<file path="config.mk">
export PLATFORM = sky130hd
export DESIGN_NAME = segdac_front
export DESIGN_NICKNAME = d
export VERILOG_FILES = /design/src/rtl/segdac_pkg.sv /design/src/rtl/segdac_capture.sv /design/src/rtl/segdac_therm.sv /design/src/rtl/segdac_drive_reg.sv /design/src/rtl/segdac_front.sv
export SDC_FILE = /design/constraint.sdc
export NUM_CORES = 1
export LEC_CHECK = 0
export ABC_AREA = 1
export BUFFER_PORTS_ARGS = -buffer_cell sky130_fd_sc_hd__buf_2
export CORE_MARGIN = 1.5
export CORE_UTILIZATION = 52
export CTS_CLUSTER_DIAMETER = 80
export DETAILED_ROUTE_END_ITERATION = 16
export PLACE_DENSITY = 0.86
export SETUP_SLACK_MARGIN = 0.1
export SLEW_MARGIN = 10
export SYNTH_ARGS = -nofsm -noshare
export SYNTH_HDL_FRONTEND = slang
export SYNTH_SLANG_ARGS = --single-unit
export TNS_END_PERCENT = 100
</file>
<file path="constraint.sdc">
create_clock -name clk -period 6.2 [get_ports clk]
set_input_delay 1.24 -clock clk [delete_from_list [all_inputs] [get_ports clk]]
set_output_delay 1.24 -clock clk [all_outputs]
set_load 0.01 [all_outputs]
</file>
<file path="src/rtl/segdac_pkg.sv">
package segdac_pkg;
  localparam int DEF_LAD_W = 8;
  localparam int DEF_NIB_W = 4;

  function automatic int unsigned count_set(input logic [63:0] v);
    int unsigned n;
    n = 0;
    for (int i = 0; i < 64; i++) n += int'(v[i]);
    return n;
  endfunction
endpackage

</file>
<file path="src/rtl/segdac_capture.sv">
module segdac_capture #(
  parameter int W = 12
) (
  input  logic         clk,
  input  logic         rst,
  input  logic [W-1:0] d,
  output logic [W-1:0] q
);
  always_ff @(posedge clk) begin
    if (rst) q <= '0;
    else     q <= d;
  end
endmodule

</file>
<file path="src/rtl/segdac_therm.sv">
module segdac_therm #(
  parameter int NIB_W = 4,
  localparam int NSEG = (1 << NIB_W) - 1
) (
  input  logic [NIB_W-1:0] level,
  output logic [NSEG-1:0]  en
);
  for (genvar j = 0; j < NSEG; j++) begin : g_seg
    assign en[j] = (32'(level) > j);
  end
endmodule

</file>
<file path="src/rtl/segdac_drive_reg.sv">
module segdac_drive_reg #(
  parameter int LAD_W = 8,
  parameter int NSEG  = 15,
  parameter int CW    = 12
) (
  input  logic             clk,
  input  logic             rst,
  input  logic [LAD_W-1:0] lad_p_d,
  input  logic [NSEG-1:0]  seg_p_d,
  input  logic [LAD_W-1:0] lad_n_d,
  input  logic [NSEG-1:0]  seg_n_d,
  input  logic [CW-1:0]    wt_d,
  output logic [LAD_W-1:0] lad_p,
  output logic [NSEG-1:0]  seg_p,
  output logic [LAD_W-1:0] lad_n,
  output logic [NSEG-1:0]  seg_n,
  output logic [CW-1:0]    wt_p
);
  always_ff @(posedge clk) begin
    if (rst) begin
      lad_p <= '0;
      seg_p <= '0;
      lad_n <= '1;
      seg_n <= '1;
      wt_p  <= '0;
    end else begin
      lad_p <= lad_p_d;
      seg_p <= seg_p_d;
      lad_n <= lad_n_d;
      seg_n <= seg_n_d;
      wt_p  <= wt_d;
    end
  end
endmodule

</file>
<file path="src/rtl/segdac_front.sv">
module segdac_front #(
  parameter int LAD_W = segdac_pkg::DEF_LAD_W,
  parameter int NIB_W = segdac_pkg::DEF_NIB_W,
  localparam int CW   = LAD_W + NIB_W,
  localparam int NSEG = (1 << NIB_W) - 1
) (
  input  logic             clk,
  input  logic             rst,
  input  logic [CW-1:0]    code_in,
  output logic [LAD_W-1:0] lad_p,
  output logic [NSEG-1:0]  seg_p,
  output logic [LAD_W-1:0] lad_n,
  output logic [NSEG-1:0]  seg_n,
  output logic [CW-1:0]    wt_p
);
  logic [CW-1:0]    held;
  logic [NIB_W-1:0] nib_p, nib_n;
  logic [NSEG-1:0]  seg_p_d, seg_n_d;
  logic [LAD_W-1:0] lad_p_d, lad_n_d;
  logic [NIB_W-1:0] cnt_p;
  logic [CW-1:0]    wt_d;

  segdac_capture #(.W(CW)) u_capture (
    .clk(clk), .rst(rst), .d(code_in), .q(held)
  );

  assign nib_p   = held[CW-1:LAD_W];
  assign nib_n   = ~nib_p;
  assign lad_p_d = held[LAD_W-1:0];
  assign lad_n_d = ~held[LAD_W-1:0];

  segdac_therm #(.NIB_W(NIB_W)) u_therm_p (.level(nib_p), .en(seg_p_d));
  segdac_therm #(.NIB_W(NIB_W)) u_therm_n (.level(nib_n), .en(seg_n_d));

  always_comb begin
    cnt_p = NIB_W'(segdac_pkg::count_set(64'(seg_p_d)));
    wt_d  = {cnt_p, lad_p_d};
  end

  segdac_drive_reg #(.LAD_W(LAD_W), .NSEG(NSEG), .CW(CW)) u_drive (
    .clk(clk), .rst(rst),
    .lad_p_d(lad_p_d), .seg_p_d(seg_p_d),
    .lad_n_d(lad_n_d), .seg_n_d(seg_n_d), .wt_d(wt_d),
    .lad_p(lad_p), .seg_p(seg_p), .lad_n(lad_n), .seg_n(seg_n), .wt_p(wt_p)
  );
endmodule

</file>
* Word level (Yosys, flattened, before mapping)
Cells that the tools add are included.
** Storage, ports and cells
- Input port bits :: 14
- Latch bits :: 0
- Logic and storage cells :: 52
- Register bits after elaboration :: 70
- Bits in read-only memories :: 0
- Bits in writable memories :: 0
- Memories kept :: 0
- Output and inout bits :: 58
** Cells by class
- Shift operators :: 0
- Equality and inequality tests :: 0
- Add/subtract/negate cells :: 14
- Multipliers :: 0
- Reduce and logical (&&, ||, !) cells :: 0
- Magnitude comparators :: 30
- Mux-type cells :: 0
- Divide/modulo/power cells :: 0
- Bitwise gates (word level) :: 2
** Operators with widths (number)
- $gt 4x4->1 const B :: 14
- $add 4x1->4 :: 11
- $gt 4x3->1 const B :: 8
- $gt 4x1->1 const B :: 4
- $gt 4x2->1 const B :: 4
- $not 8->8 :: 1
- $add 3x1->4 :: 1
- $not 4->4 :: 1
- $add 2x1->3 :: 1
- $add 1x1->2 :: 1

* Depth between registers and ports, before layout
- Depth in word-level cells :: 15
- Gate-level depth with buffers :: 17
- Mapped depth without buffers :: 16

* Hierarchy
A second synthesis with hierarchy kept.
** Second synthesis, totals
- Cells, all modules :: 319
- Area total of the unflattened synthesis :: 2623.8 µm²
** By module, submodules not included
- segdac_drive_reg :: cells each 181, seq. area each 1161.1 µm², area each 1680.4 µm², times used 1
- segdac_front :: cells each 49, seq. area each 0.0 µm², area each 371.6 µm², times used 1
- segdac_capture :: cells each 37, seq. area each 240.2 µm², area each 341.6 µm², times used 1
- segdac_therm :: cells each 26, seq. area each 0.0 µm², area each 115.1 µm², times used 2

* Worst setup path before layout
OpenSTA, ideal clock, no wires.
- Path type :: register to register
- Start :: register u_capture.q[9]
- End :: register u_drive.wt_p[10]
- Cell stages (with the launch flop) :: 15
- Buffers on the path :: 0
- Slack :: 2.535 ns
- Arrival time :: 3.548 ns
- Period minus slack after synthesis :: 3.665 ns
- Required time :: 6.083 ns
- Library setup time :: 0.117 ns
- Cell sequence :: dfxtp_1 -> nor2_1 -> inv_1 -> a21oi_1 -> fa_1 -> fa_1 -> inv_1 -> fa_1 -> fa_1 -> fa_1 -> ha_1 -> inv_1 -> nand2_1 -> o21ai_0 -> nor2_1
** On the way
- Cells in the longest elaborated chain, start to end :: 15
- Elaborated cells on any way between the ends :: 29
- Those cells by class :: 14 x add/sub; 15 x order compare
** RTL lines
- start, declared :: line segdac_capture.sv:7 : output logic [W-1:0] q
- start signal, assigned :: line segdac_capture.sv:10 : if (rst) q <= '0;
- start signal, assigned :: line segdac_capture.sv:11 : else q <= d;
- $gt 4x1->1 :: line segdac_therm.sv:9 : assign en[j] = (32'(level) > j);
- $add 1x1->2 :: line segdac_pkg.sv:8 : for (int i = 0; i < 64; i++) n += int'(v[i]);
- $add 2x1->3 :: line segdac_pkg.sv:8
- $add 3x1->4 :: line segdac_pkg.sv:8
- $add 4x1->4 (10 in a row) :: line segdac_pkg.sv:8
- $add 4x1->4 * :: line segdac_pkg.sv:8
- end signal, assigned :: line segdac_drive_reg.sv:31 : wt_p <= wt_d;
- end, declared :: line segdac_drive_reg.sv:17 : output logic [CW-1:0] wt_p
Every way passes the cells marked *; elsewhere a longest branch is shown, timed or not.
A chain may end at the register's enable or synchronous reset.

* Final worst setup path
- Start :: register u_capture.q[11]
- End :: register u_drive.wt_p[10]
Same word-level chain as after synthesis.

==> flow_summary.toml <==
[critical_path]
reg2reg_from = "u_capture.q[11]"
reg2reg_depth = 14
cp_num_buf_inv = 3
critPathKind = "flip-flop to flip-flop"
worstPathCellList = "nand2_2, o21ai_1, inv_1, fa_1, fa_1, inv_1, fa_1, fa_1, fa_1, ha_1, inv_1, nand2_1, o21ai_0, nor2_1"
cp-start-kind = "flip-flop"
crit_end = "u_drive.wt_p[10]"
crit_fanout = 10
crit_family = "adder cells"
cpPeakStageDelay_ns = 0.59
regToRegSetupSlack_ns = 2.21
end_kind = "flip-flop"
crit_top_cell = "fa_1"
worstPathRequired_ns = 6.42
cp_num_cells = 14
crit_path_top_delay_cell = "dfxtp_1"
worstSetupStartpoint = "u_capture.q[11]"
cp.arrival_ns = 4.21
r2r_end = "u_drive.wt_p[10]"

[global_routing]
grt_antenna_before_repair = 0
grt_pass1_wl_um = 5782
overflow = 0
grt_max_degree = 23
grt_usage_pct = 18.62
first_global_vias = 1343

[sta]
fin_crit_sh_pct = 64.29
finalCriticalPeriod_ns = 3.986
slew_viol_final = 0
fin_ws_ns = 2.214
fin_skew_ns = 0.008922
rsz0062_at_grt = "false"
worst_slew_pin_slew_ns = 0.4787
hold_violations = 0
timing.fmax_ghz = 0.2509
setup-tns-final_ns = 0
slew_headroom_pct = 68.05
setup_violations = 0

[detailed_routing]
vias = 1385
met2_length_um = 1645
antenna_left = 0
route.met3.wl_um = 222
drt-total-wl_um = 3488
wl_per_cell_um = 10.47
wl_met1_um = 1536
drtIter0Drc = 47
firstDrtPassIters = 4
vias_per_cell = 4.159
drc = 0
top_layer = "met4"

[run_status]
run_status = "completed"

[cells_and_area]
area_growth_pct = 27.86
drive_above_1_share_pct = 32.63
multi_input_area_um2 = 504.2
fillers = 287
antenna_cells = 0
nets = 305
design_area_um2 = 2619
regArea_um2 = 1241
instances_no_fill = 333

[clock_network]
post-cts-setup-buffers = 0
cts_buffers = 9
cts_resized = 0
cts_tree = "yes"
h-tree-depth = 3
cts-root-buf = "clkbuf_8"
clock_path_buffers = 2
cts_hold_buf = 0
clk_pin_slew_ns = 0.07
clk_latency_ns = 0.33
cts_sinks = 62

[synthesis]
yosys_warnings = 0
synth_common_cells = "dfxtp_1, inv_1, nand2_1"
synthFlopType = "dfxtp_1"
ys_seq_elements = 62
postSynthAreaPerCell_um2 = 9.707
synthArstFlopShare_pct = 0
synth_edf_count = 0
syn_inst = 211
synth_nets = 236
synth_area_um2 = 2048
synth.most_common_cell = "dfxtp_1"
synth_area_leader_cell = "dfxtp_1"
yosysTopAreaCellShare_pct = 60.60
yosysSeqAreaShare_pct = 60.60
synth_cell_types = 22
yosys-top-cells-area = "dfxtp_1, inv_1, fa_1"

[floorplan]
ioPinCount = 72
dieWidth_um = 65.76
core_um2 = 3716
initial_core_util_pct = 55.12
die_y_um = 65.76
rows = 22
die-area_um2 = 4324

[power]
fin_total_pwr_uw = 975.6
ir_drop_v = 0.0002436
p_per_area_nw_per_um2 = 372.5
total_leakage_power_nw = 1.469

[placement]
port_buffers = 71
gp_congestion = 0.8630
place_inst = 317
dp_worst_setup_slack_ns = 2.258
place_area_um2 = 2375
hpwl_um = 2502

[min_path]
min_path_type = "flip-flop to flip-flop"
min-delay-start = "u_capture.q[3]"

[job]
drv_cap = 0
==> per-stage QoR <==
step / utilization (%) / hold WS, ns
floorplan: - / 0.3703
CTS: 70.47 / 0.4037
detailed placement: 63.91 / 0.3778
global placement: 63.91 / 0.3754
global route: 70.47 / 0.4140
finish: 70.47 / 0.3993
==> report_power, final <==
group	leakage, nW	total (mW)	switching [mW]	internal [mW]
Combinational	0.838	0.121	0.0697	0.0508
Clock	0.120	0.424	0.156	0.268
Sequential	0.511	0.431	0.00828	0.423
Total	1.47	0.976	0.234	0.742
==> worst min-delay path by stage <==
stage	depth (start not counted)	slack, ns	end
6_report	1	0.40	u_drive.lad_n[3]
3_3_place_gp	1	0.38	u_drive.lad_n[1]
4_1_cts	1	0.40	u_drive.lad_n[2]
5_1_grt	1	0.41	u_drive.lad_n[7]
3_5_place_dp	1	0.38	u_drive.lad_n[2]
2_1_floorplan	1	0.37	u_drive.lad_n[0]
==> layout by cell type (no fill, tap or decap), drive strengths merged, types with 2 or more instances in the layout <==
cell type / Yosys / layout
buf: 11 / 71
nand2: 32 / 32
o21ai: 5 / 5
clkbuf: 2 / 9
fa: 9 / 9
clkinv: 0 / 2
nor2: 25 / 25
dfxtp: 62 / 62
bufinv: 0 / 3
a21oi: 2 / 2
ha: 2 / 2
inv: 57 / 58
==> logic make-up (layout without fill, tap and decap cells) <==
group,after synthesis,after routing,synth area share (%)
flip-flops,62,62,60.60
AO/OA/AOI/OAI,8,8,2.261
buffers and inverters,70,144,14.78
adder cells (fa/ha/maj),11,11,10.02
AND/OR/NAND/NOR,60,60,12.34
==> area by class of cell <==
cell class / instances / area share [%]
clock buffer: 9 / 4.730
clock inverter: 7 / 4.587
inverter: 57 / 8.170
multi-input combinational: 79 / 19.25
sequential: 62 / 47.40
tap: 48 / 2.293
timing repair buffer: 71 / 13.57
==> registers in the layout, summed over array words and instances (netlist names) <==
| signal | count |
|---|---|
| u_drive.wt_p | 12 |
| u_capture.q | 12 |
| u_drive.lad_n | 8 |
| u_drive.seg_p | 15 |
| u_drive.seg_n | 15 |
==> metal layers <==
layer  vias up  GRT usage, %
met3         7         7.192
met1       607         21.32
met2        50         29.42
li1        721             -
met4         0         10.94
met5         -             0
==> worst register-to-register path: cells and delay by family (launching register included) <==
family	cells	cell delay (ns)
buffers and inverters	3	0.21
and+or+nand+nor	3	0.27
AOI/OAI and AO/OA	2	0.30
adders and majority gates	6	2.50
DFF	1	0.59
No activity file was read; power rests on OpenSTA's default activity.
